**src/rtl/prot_eval_pkg.sv**
```systemverilog
package prot_eval_pkg;
  localparam int unsigned NSLOT = 16;
  // bit i of these masks is slot i; slots 7:0 first byte, 15:8 second byte
  localparam logic [NSLOT-1:0] SLOT_BUILT = 16'hFBFF;
  localparam logic [NSLOT-1:0] ALERT_SHOWN = 16'hFBFC;
endpackage

```
**src/rtl/prot_slot.sv**
```systemverilog
module prot_slot #(
  parameter int unsigned DW = 8
) (
  input  logic          clk_i,
  input  logic          rst_ni,
  input  logic          tick_i,
  input  logic          en_i,
  input  logic          trip_i,
  input  logic          recov_i,
  input  logic [DW-1:0] dly_i,
  output logic          alert_o,
  output logic          fault_o
);
  logic          alert_q, alert_d;
  logic          fault_q, fault_d;
  logic [DW-1:0] cnt_q, cnt_d;

  always_comb begin
    alert_d = alert_q;
    fault_d = fault_q;
    cnt_d   = cnt_q;
    if (!en_i) begin
      alert_d = 1'b0;
      fault_d = 1'b0;
      cnt_d   = '0;
    end else if (tick_i) begin
      if (fault_q) begin
        alert_d = 1'b0;
        cnt_d   = '0;
        if (recov_i) fault_d = 1'b0;
      end else if (trip_i) begin
        if (cnt_q >= dly_i) begin
          fault_d = 1'b1;
          alert_d = 1'b0;
          cnt_d   = '0;
        end else begin
          alert_d = 1'b1;
          cnt_d   = cnt_q + 1'b1;
        end
      end else begin
        alert_d = 1'b0;
        cnt_d   = '0;
      end
    end
  end

  always_ff @(posedge clk_i or negedge rst_ni) begin
    if (!rst_ni) begin
      alert_q <= 1'b0;
      fault_q <= 1'b0;
      cnt_q   <= '0;
    end else begin
      alert_q <= alert_d;
      fault_q <= fault_d;
      cnt_q   <= cnt_d;
    end
  end

  assign alert_o = alert_q & en_i;
  assign fault_o = fault_q & en_i;

  AST_NEVER_BOTH: assert property (@(posedge clk_i) disable iff (!rst_ni)
    !(alert_q && fault_q));
  AST_FAULT_NEEDS_TRIP: assert property (@(posedge clk_i) disable iff (!rst_ni)
    $rose(fault_q) |-> $past(trip_i && tick_i && en_i));
  AST_ALERT_NEEDS_TRIP: assert property (@(posedge clk_i) disable iff (!rst_ni)
    $rose(alert_q) |-> $past(trip_i && tick_i && en_i && !fault_q));
  AST_FAULT_HELD: assert property (@(posedge clk_i) disable iff (!rst_ni)
    (fault_q && en_i && !(tick_i && recov_i)) |=> fault_q);
  AST_IDLE_HOLD: assert property (@(posedge clk_i) disable iff (!rst_ni)
    (en_i && !tick_i) |=> ($stable(alert_q) && $stable(fault_q) && $stable(cnt_q)));
  AST_DISABLE_CLEARS: assert property (@(posedge clk_i) disable iff (!rst_ni)
    !en_i |=> (!alert_q && !fault_q && cnt_q == '0));
endmodule

```
**src/rtl/prot_pack.sv**
```systemverilog
module prot_pack
  import prot_eval_pkg::*;
(
  input  logic [NSLOT-1:0] alert_v_i,
  input  logic [NSLOT-1:0] fault_v_i,
  output logic [7:0]       alert_a_o,
  output logic [7:0]       alert_b_o,
  output logic [7:0]       fault_a_o,
  output logic [7:0]       fault_b_o
);
  logic [NSLOT-1:0] alert_m, fault_m;

  always_comb begin
    alert_m = alert_v_i & ALERT_SHOWN;
    fault_m = fault_v_i & SLOT_BUILT;
  end

  assign alert_a_o = alert_m[7:0];
  assign alert_b_o = alert_m[15:8];
  assign fault_a_o = fault_m[7:0];
  assign fault_b_o = fault_m[15:8];
endmodule

```
**src/rtl/prot_eval_bank.sv**
```systemverilog
module prot_eval_bank
  import prot_eval_pkg::*;
#(
  parameter int unsigned DW = 8
) (
  input  logic                clk_i,
  input  logic                rst_ni,
  input  logic                tick_i,
  input  logic [NSLOT-1:0]    trip_i,
  input  logic [NSLOT-1:0]    recov_i,
  input  logic [7:0]          en_a_i,
  input  logic [7:0]          en_b_i,
  input  logic [NSLOT*DW-1:0] dly_i,
  output logic [7:0]          alert_a_o,
  output logic [7:0]          alert_b_o,
  output logic [7:0]          fault_a_o,
  output logic [7:0]          fault_b_o
);
  logic [1:0]       rst_sync_q;
  logic             rst_n;
  logic [NSLOT-1:0] en_v, alert_v, fault_v;

  always_ff @(posedge clk_i or negedge rst_ni) begin
    if (!rst_ni) rst_sync_q <= 2'b00;
    else         rst_sync_q <= {rst_sync_q[0], 1'b1};
  end
  assign rst_n = rst_sync_q[1];
  assign en_v  = {en_b_i, en_a_i};

  for (genvar i = 0; i < NSLOT; i++) begin : g_slot
    if (SLOT_BUILT[i]) begin : g_built
      prot_slot #(.DW(DW)) i_slot (
        .clk_i   (clk_i),
        .rst_ni  (rst_n),
        .tick_i  (tick_i),
        .en_i    (en_v[i]),
        .trip_i  (trip_i[i]),
        .recov_i (recov_i[i]),
        .dly_i   (dly_i[i*DW +: DW]),
        .alert_o (alert_v[i]),
        .fault_o (fault_v[i])
      );
    end else begin : g_rsvd
      assign alert_v[i] = 1'b0;
      assign fault_v[i] = 1'b0;
    end
  end

  prot_pack i_pack (
    .alert_v_i (alert_v),
    .fault_v_i (fault_v),
    .alert_a_o (alert_a_o),
    .alert_b_o (alert_b_o),
    .fault_a_o (fault_a_o),
    .fault_b_o (fault_b_o)
  );
endmodule

```
**config.mk**
```make
export PLATFORM = sky130hd
export DESIGN_NAME = prot_eval_bank
export DESIGN_NICKNAME = d
export VERILOG_FILES = /design/src/rtl/prot_eval_pkg.sv /design/src/rtl/prot_slot.sv /design/src/rtl/prot_pack.sv /design/src/rtl/prot_eval_bank.sv
export SDC_FILE = /design/constraint.sdc
export NUM_CORES = 1
export LEC_CHECK = 0
export CORE_ASPECT_RATIO = 2
export CORE_MARGIN = 4
export CORE_UTILIZATION = 40
export DETAILED_ROUTE_END_ITERATION = 7
export SLEW_MARGIN = 20
export SYNTH_ARGS = -nofsm -noshare
export SYNTH_HDL_FRONTEND = slang
export SYNTH_HIERARCHICAL = 1
export SYNTH_SLANG_ARGS = --single-unit
```
**constraint.sdc**
```tcl
create_clock -name clk_i -period 11.7 [get_ports clk_i]
set_clock_uncertainty 0.2 [all_clocks]
set_input_delay 2.34 -clock clk_i [delete_from_list [all_inputs] [get_ports clk_i]]
set_output_delay 2.34 -clock clk_i [all_outputs]
set_load 0.005 [all_outputs]
```
==> qor.yml <==
fillCellCount: 2836
tightest_slew_ps: 903
rsz0062_at_grt: "false"
yosys_warnings: 6
instances_no_fill: 1764
final.period_utilization: 0.529
finalSetupTns_ps: 0
cts_hold_buf: 0
syn_inst: 1230
crit_path_end_kind: "output port"
rows: 89
drive_above_1_share: 0.133
netlist_area_sq_mm: 0.0120
ant_nets: 0
power.total_mw: 1.34
portBuffers: 195
nets: 1702
worstPathArrival_ps: 3650
clk_pin_slew_ps: 60
wl_per_cell_microns: 15.4
place_congestion: 0.780
vias_per_cell: 5.27
gr-total-overflow: 0
num_antenna_cells: 0
cts_root_buf: "clkbuf_16"
whs_ps: 89.1
critPathKind: "in2out"
grt_pass1_wl_mm: 44.7
die_w_microns: 131
initial_core_util: 0.406
drt_iter0_drc: 228
post_cts_buffers: 0
track_usage: 0.169
grt_max_degree: 68
antenna_found_initial: 2
numCtsBuffers: 17
drt_pass1_iterations: 6
min_path_type: "reg2async"
cts_tree: "yes"
crit_fanout: 5
dp_hpwl_mm: 21.3
maxCapViolations: 0
vias: 9289
fmax_mhz: 162
die_y_microns: 253
insertion_delay_ps: 440
placedCellCount: 1733
slew_viol_final: 0
start_kind: "input pin"
drc_errors: 0
die_area_sq_mm: 0.0331
finalSetupViolCount: 0
area.sequential_sq_mm: 0.00376
status: "completed"
post_cts_resized: 0
setup_ws_ps: 5510
pre_cts_ws_ps: 5510
avgSynthCellArea_sq_um: 9.78
relSlewSlack: 0.398
syn_to_final_growth_pct: 20.6
fp.coreArea_sq_mm: 0.0296
pwr_density_cell_mw_per_mm2: 92.4
finalWirelength_mm: 27.1
grt_pass1_vias: 9501
ioPinCount: 211
finalHoldViolCount: 0
cts.path.max_buffers: 2
multi_input_area_sq_mm: 0.00710
p_leak_nw: 7.06
clock-sinks: 150
cp.required_ps: 9160
min_period_ps: 6190
irDropWorstVdd_mv: 0.0997
cts-htree-levels: 4
==> area by class of cell <==
class,count,area share
Timing Repair Buffer,198,0.136
Inverter,150,0.0388
Clock inverter,8,0.00984
Multi-Input combinational cell,871,0.490
Clock buffer,23,0.0350
Sequential cell,150,0.259
Tap cell,364,0.0314
==> critical path: stages <==
cell             delay, ps
clkdlybuf4s50_1        590
and2_1                 200
clkdlybuf4s50_1        520
==> worst paths after layout <==
kind                                                    from                                end  slack (ps)  cells past startpoint
setup / recovery                                   en_b_i[4]                       alert_b_o[4]        5510                      3
hold / removal                                 rst_sync_q[1]   g_slot[5].g_built.i_slot/fault_q          90                      0
setup reg to reg           g_slot[6].g_built.i_slot/cnt_q[7]  g_slot[6].g_built.i_slot/cnt_q[7]        9420                      6
hold reg to reg                                rst_sync_q[1]   g_slot[5].g_built.i_slot/fault_q          90                      0
max in group asynchronous                             rst_ni                      rst_sync_q[1]        9300                      1
min in group clk_i                             rst_sync_q[0]                      rst_sync_q[1]         160                      0
==> sequential cells by signal, summed over array words and instances (netlist names) <==
name,cells
g_slot.g_built.i_slot/alert_q,13
g_slot.g_built.i_slot/fault_q,15
rst_sync_q,2
g_slot.g_built.i_slot/cnt_q,120
==> report_power, final <==
part           leakage, nW  switching (mW)  internal, mW
Clock                0.321           0.224         0.389
Combinational         4.67          0.0835         0.108
Sequential            2.07         0.00888         0.526
Total                 7.06           0.317          1.02
==> metrics by stage <==
step           utilization  area (sq um)
2_1_floorplan            -         12000
3_3_place_gp         0.468         13800
3_5_place_dp         0.468         13800
4_1_cts              0.490         14500
5_1_grt              0.490         14500
6_report             0.490         14500
==> placed cells by master, fill, tap and decap left out, types with 17 or more instances in the layout <==
cell             instances
nand3_1                 60
clkbuf_16               17
ha_1                   135
a21oi_1                 45
inv_1                  150
and2_1                  43
dfrtp_1                149
clkdlybuf4s50_1        194
a21o_1                  28
nand2_1                135
a22o_1                  30
nor2_1                  60
and3_1                  30
mux2i_1                 30
==> metal layers <==
metal / wire [microns] / GRT usage / share of wire / up-vias
li1: - / - / - / 4641
met1: 9920 / 0.168 / 0.37 / 4466
met2: 15600 / 0.333 / 0.58 / 149
met3: 982 / 0.0340 / 0.036 / 29
met4: 543 / 0.0577 / 0.020 / 4
met5: 34 / 0 / 0.0013 / -
Note: power is estimated with default switching activity, not from simulation.
